$ cat config.mk
export PLATFORM = sky130hd
export DESIGN_NAME = irq_prio_ctrl
export DESIGN_NICKNAME = d
export VERILOG_FILES = /design/src/rtl/irqc_pkg.sv /design/src/rtl/irqc_regs.sv /design/src/rtl/irqc_lines.sv /design/src/rtl/irqc_resolve.sv /design/src/rtl/irqc_handshake.sv /design/src/rtl/irq_prio_ctrl.sv
export SDC_FILE = /design/constraint.sdc
export NUM_CORES = 1
export LEC_CHECK = 0
export BUFFER_PORTS_ARGS = -buffer_cell sky130_fd_sc_hd__buf_2
export CORE_ASPECT_RATIO = 1.75
export CORE_UTILIZATION = 51
export CTS_BUF_LIST = sky130_fd_sc_hd__clkbuf_8
export DETAILED_ROUTE_END_ITERATION = 10
export PLACE_DENSITY = 0.85
export SYNTH_ARGS = -nofsm -noshare
export SYNTH_HDL_FRONTEND = slang
export SYNTH_SLANG_ARGS = --single-unit
export TNS_END_PERCENT = 5
$ cat constraint.sdc
create_clock -name clk -period 1.98 [get_ports clk]
set_clock_uncertainty 0.15 [all_clocks]
set_input_delay 0.396 -clock clk [delete_from_list [all_inputs] [get_ports clk]]
set_output_delay 0.396 -clock clk [all_outputs]
set_load 0.01 [all_outputs]
$ cat src/rtl/irqc_pkg.sv
package irqc_pkg;
  localparam int LINES  = 8;
  localparam int ID_W   = $clog2(LINES);
  localparam int VEC_W  = 8;
  localparam int BASE_W = VEC_W - ID_W;

  typedef logic [LINES-1:0] line_vec_t;
  typedef logic [ID_W-1:0]  line_id_t;

  typedef enum logic [1:0] {
    REG_MASK = 2'd0,
    REG_BASE = 2'd1,
    REG_EOS  = 2'd2,
    REG_NONE = 2'd3
  } reg_sel_e;

  typedef enum logic {
    ST_IDLE = 1'b0,
    ST_WAIT = 1'b1
  } hs_state_e;

  // lowest-numbered set bit (highest priority); 0 when empty
  function automatic line_id_t first_set(line_vec_t v);
    line_id_t r;
    r = '0;
    for (int i = LINES - 1; i >= 0; i--)
      if (v[i]) r = line_id_t'(i);
    return r;
  endfunction

  // every line at or below the priority of the best in-service line
  function automatic line_vec_t blocked_by(line_vec_t isr);
    line_vec_t b;
    logic seen;
    b = '0;
    seen = 1'b0;
    for (int i = 0; i < LINES; i++) begin
      seen = seen | isr[i];
      b[i] = seen;
    end
    return b;
  endfunction

  function automatic logic [VEC_W-1:0] make_vector(logic [BASE_W-1:0] base, line_id_t id);
    return {base, id};
  endfunction

  function automatic line_vec_t id_to_bit(line_id_t id);
    return line_vec_t'(1) << id;
  endfunction
endpackage

$ cat src/rtl/irqc_regs.sv
module irqc_regs
  import irqc_pkg::*;
(
  input  logic              clk,
  input  logic              rst_n,
  input  logic              wr_en,
  input  logic [1:0]        wr_addr,
  input  logic [VEC_W-1:0]  wr_data,
  output line_vec_t         mask_q,
  output logic [BASE_W-1:0] base_q,
  output line_vec_t         eos_clr
);
  reg_sel_e sel;
  assign sel = reg_sel_e'(wr_addr);

  always_ff @(posedge clk) begin
    if (!rst_n) begin
      mask_q <= '1;
      base_q <= '0;
    end else if (wr_en) begin
      if (sel == REG_MASK) mask_q <= line_vec_t'(wr_data);
      if (sel == REG_BASE) base_q <= wr_data[VEC_W-1:ID_W];
    end
  end

  assign eos_clr = (wr_en && sel == REG_EOS) ? line_vec_t'(wr_data) : '0;
endmodule

$ cat src/rtl/irqc_lines.sv
module irqc_lines
  import irqc_pkg::*;
(
  input  logic      clk,
  input  logic      rst_n,
  input  line_vec_t irq_in,
  input  line_vec_t ack_set,
  input  line_vec_t eos_clr,
  output line_vec_t req_q,
  output line_vec_t isr_q
);
  for (genvar i = 0; i < LINES; i++) begin : g_line
    always_ff @(posedge clk) begin
      if (!rst_n) begin
        req_q[i] <= 1'b0;
        isr_q[i] <= 1'b0;
      end else begin
        req_q[i] <= (req_q[i] | irq_in[i]) & ~ack_set[i];
        isr_q[i] <= (isr_q[i] & ~eos_clr[i]) | ack_set[i];
      end
    end
  end
endmodule

$ cat src/rtl/irqc_resolve.sv
module irqc_resolve
  import irqc_pkg::*;
(
  input  line_vec_t req_q,
  input  line_vec_t mask_q,
  input  line_vec_t isr_q,
  output line_vec_t cand,
  output logic      cand_any,
  output line_id_t  cand_id
);
  assign cand     = req_q & ~mask_q & ~blocked_by(isr_q);
  assign cand_any = |cand;
  assign cand_id  = first_set(cand);
endmodule

$ cat src/rtl/irqc_handshake.sv
module irqc_handshake
  import irqc_pkg::*;
(
  input  logic              clk,
  input  logic              rst_n,
  input  logic              cand_any,
  input  line_id_t          cand_id,
  input  logic              ack,
  input  logic [BASE_W-1:0] base_q,
  output logic              intr,
  output line_id_t          grant_id,
  output logic              raise,
  output logic              take,
  output logic [VEC_W-1:0]  vector,
  output logic              vec_valid
);
  hs_state_e state_q;

  assign raise = (state_q == ST_IDLE) && cand_any;
  assign take  = (state_q == ST_WAIT) && ack;
  assign intr  = (state_q == ST_WAIT);

  always_ff @(posedge clk) begin
    if (!rst_n) begin
      state_q   <= ST_IDLE;
      grant_id  <= '0;
      vector    <= '0;
      vec_valid <= 1'b0;
    end else begin
      vec_valid <= take;
      if (raise) begin
        state_q  <= ST_WAIT;
        grant_id <= cand_id;
      end else if (take) begin
        state_q <= ST_IDLE;
        vector  <= make_vector(base_q, grant_id);
      end
    end
  end
endmodule

$ cat src/rtl/irq_prio_ctrl.sv
module irq_prio_ctrl
  import irqc_pkg::*;
(
  input  logic             clk,
  input  logic             rst_n,
  input  logic [7:0]       irq_in,
  input  logic             wr_en,
  input  logic [1:0]       wr_addr,
  input  logic [7:0]       wr_data,
  input  logic             ack,
  output logic             intr,
  output logic [7:0]       vector,
  output logic             vec_valid
);
  line_vec_t         mask_q, req_q, isr_q, eos_clr, ack_set, cand;
  logic [BASE_W-1:0] base_q;
  logic              cand_any, raise, take;
  line_id_t          cand_id, grant_id;

  irqc_regs u_regs (
    .clk(clk), .rst_n(rst_n), .wr_en(wr_en), .wr_addr(wr_addr),
    .wr_data(wr_data), .mask_q(mask_q), .base_q(base_q), .eos_clr(eos_clr)
  );

  assign ack_set = take ? id_to_bit(grant_id) : '0;

  irqc_lines u_lines (
    .clk(clk), .rst_n(rst_n), .irq_in(irq_in), .ack_set(ack_set),
    .eos_clr(eos_clr), .req_q(req_q), .isr_q(isr_q)
  );

  irqc_resolve u_resolve (
    .req_q(req_q), .mask_q(mask_q), .isr_q(isr_q),
    .cand(cand), .cand_any(cand_any), .cand_id(cand_id)
  );

  irqc_handshake u_hs (
    .clk(clk), .rst_n(rst_n), .cand_any(cand_any), .cand_id(cand_id),
    .ack(ack), .base_q(base_q), .intr(intr), .grant_id(grant_id),
    .raise(raise), .take(take), .vector(vector), .vec_valid(vec_valid)
  );
endmodule

==> impl_metrics.json <==
{
  "hold_slack_ns": 0.180,
  "yosys.area.top_type": "dfxtp_1",
  "totalWireLength_mm": 3.82,
  "dpl.hpwl_mm": 2.84,
  "worst_slew_pin_slew_ns": 0.472,
  "setup_viol": 0,
  "path_cells": "or4_4 -> o32ai_2 -> a21oi_1 -> a21oi_2 -> mux2i_1",
  "muxShareOfSynthArea_pct": 3.90,
  "cp_data_arrival_time_ns": 1.98,
  "grt.total_usage_pct": 22.9,
  "start_util_pct": 53.4,
  "synthToLayoutAreaGrowth_pct": 15.9,
  "use_met2_pct": 39.9,
  "finalCriticalPeriod_ns": 1.92,
  "num-nets-final": 258,
  "clk_pin_slew_worst_paths_ns": 0.08,
  "fin_cells": 281,
  "firstDrtPassIters": 4,
  "clk_latency_ns": 0.29,
  "ys_dominant_reg_cell": "dfxtp_1",
  "slew_headroom_pct": 68.2,
  "place.gp.congestion": 0.912,
  "crit_required_ns": 2.05,
  "clockBufferDepth": 2,
  "hp-class": "in2reg",
  "fp.dieW_um": 46.9,
  "ant_nets": 0,
  "finalHoldViolCount": 0,
  "critical_path_class": "reg2reg",
  "die-area_sq_mm": 0.00377,
  "async_flop_share_pct": 0,
  "cpPeakStageDelay_ns": 0.56,
  "drt-initial-drc-count": 61,
  "grt_start_max_net_pins": 28,
  "synthAdderAreaFrac_pct": 0,
  "grtUsageMet3_pct": 4.94,
  "final_common_cell": "dfxtp_1",
  "fp-row-count": 28,
  "power.leakage_nw": 0.892,
  "post_drt_wl_per_cell_um": 13.6,
  "pin_count": 32,
  "synth_top_area_share_pct": 46.8,
  "synth_warnings": 0,
  "syn_nets": 225,
  "grt_busiest_layer": "met2",
  "syn_area_sq_mm": 0.00180,
  "cp_max_fo": 3,
  "whs_path_depth": 3,
  "total_power_mw": 1.60,
  "diodes": 0,
  "grt-ovfl-total": 0,
  "synth_cell_type_count": 42,
  "post-route-util_pct": 61.9,
  "synth_area_leaders": "dfxtp_1, nand2_1, nor2b_1, mux2i_1, o21ai_0",
  "grt_pass1_wl_mm": 6.20,
  "synth-xor-area-share_pct": 0,
  "r2r_cells": 5,
  "layout_common_cells": "dfxtp_1, nand2_1, buf_2",
  "synth_compound_area_share_pct": 18.0,
  "cts.sinks": 42,
  "synth-simple-area-share_pct": 27.3,
  "worstSetupStartpointType": "flip-flop",
  "drive_gt1_share_pct": 24.6,
  "htreeDepth": 2,
  "cellPowerDensity_mw_per_mm2": 767,
  "grtUsageMet1_pct": 25.0,
  "postCtsSetupBuffers": 0,
  "synth_edf_count": 0,
  "synth_top_family_by_area": "simple AND/OR/NAND/NOR gates",
  "grt_pass1_vias": 1413,
  "maxCapViolations": 0,
  "tritoncts": "built",
  "drc": 0,
  "endpoint_kind": "flip-flop",
  "vias": 1491,
  "slowest_stage": "or4_4",
  "numCtsBuffers": 5,
  "ys_ff_latch": 42,
  "root_buffer": "clkbuf_8",
  "peakVddDrop_v": 0.000439,
  "syn_inst": 203,
  "viasPerCell": 5.31,
  "antenna_found_initial": 0,
  "dpl.cell_count": 274,
  "slew_viol_final": 0,
  "syn_area_per_cell_sq_um": 8.84,
  "port_buffers": 31,
  "finalCritPeriodShare_pct": 96.8,
  "status": "finished clean",
  "core_area_sq_mm": 0.00336,
  "fmax_mhz": 522,
  "cts_hold_repair.buffers": 0,
  "die_y_um": 80.5,
  "ys_seq_area_share_pct": 46.8
}
-- final timing paths --
check | startpoint | to | slack (ns)
min reg2reg | u_hs.vector[4]$_SDFFE_PN0P_ | u_hs.vector[4]$_SDFFE_PN0P_ | 0.31
max reg2reg | u_lines.isr_q[0]$_SDFF_PN0_ | u_hs.grant_id[1]$_SDFFE_PN0P_ | 0.06
min | wr_data[2] | u_regs.mask_q[2]$_SDFFE_PN1P_ | 0.18
max | u_lines.isr_q[0]$_SDFF_PN0_ | u_hs.grant_id[1]$_SDFFE_PN0P_ | 0.06
-- synth_stat cells (all sizes together), types with 2 or more instances --
cell and number:
a21boi 7, a21oi 10, a22oi 2, a31oi 4
a32oi 2, and2 3, and3 2, and3b 2
clkbuf 9, dfxtp 42, inv 4, mux2i 7
nand2 41, nand3 7, nor2 7, nor2b 15
o21a 2, o21ai 11, o32ai 2, or2b 4
or3 2, or3b 2
-- area by class of cell --
cell class	instances	area [sq um]
Clock buffer	5	68.8
Clock inverter	2	10.0
Fill cell	310	1280
Inverter	4	15.0
Multi-Input combinational cell	147	897
Sequential cell	42	841
Tap cell	45	56.3
Timing Repair Buffer	36	193
-- per-layer routing --
metal | vias to the layer above | share of wire, %
met5 | - | 0
met4 | 0 | 2.6
met3 | 10 | 3.6
met2 | 39 | 55
met1 | 679 | 39
li1 | 763 | -
-- through the flow --
| stage | worst slack, ns | setup TNS (ns) | area, sq um |
|---|---|---|---|
| 2_1_floorplan | 0.139 | 0 | 1800 |
| 3_3_place_gp | 0.123 | 0 | 1990 |
| 3_5_place_dp | 0.0365 | 0 | 1990 |
| 4_1_cts | 0.0221 | 0 | 2070 |
| 5_1_grt | -0.0225 | -0.0345 | 2080 |
| 6_report | 0.0642 | 0 | 2080 |
-- state kept, by name, indices dropped and copies added, names as in the netlist --
signal	count
u_hs.vector	8
u_lines.isr_q	8
u_lines.req_q	8
u_regs.mask_q	8
u_regs.base_q	5
u_hs.grant_id	3
u_hs.intr	1
u_hs.vec_valid	1
-- worst max-delay path: cells and delay by family (launching register included) --
kind	cells	cell delay [ns]
AND/OR/NAND/NOR	1	0.56
AO/OA/AOI/OAI	3	0.61
multiplexers	1	0.21
flip-flops	1	0.32
-- logic make-up after synthesis --
| group | Yosys count |
|---|---|
| and+or+nand+nor | 94 |
| AOI/OAI and AO/OA | 46 |
| DFF | 42 |
| buffers and inverters | 14 |
| muxes | 7 |
-- report_power, final --
part,internal [mW],switching (mW)
registers,0.880,0.0276
clock network,0.236,0.273
logic,0.0827,0.0967
total,1.20,0.397
-- what timing repair did --
| action | CTS | global route |
|---|---|---|
| endpoints found under the setup margin | 0 | 2 |
| hold endpoints to repair | 0 | 0 |
| resized for setup | 0 | 3 |
Note: power is estimated with default switching activity, not from simulation.
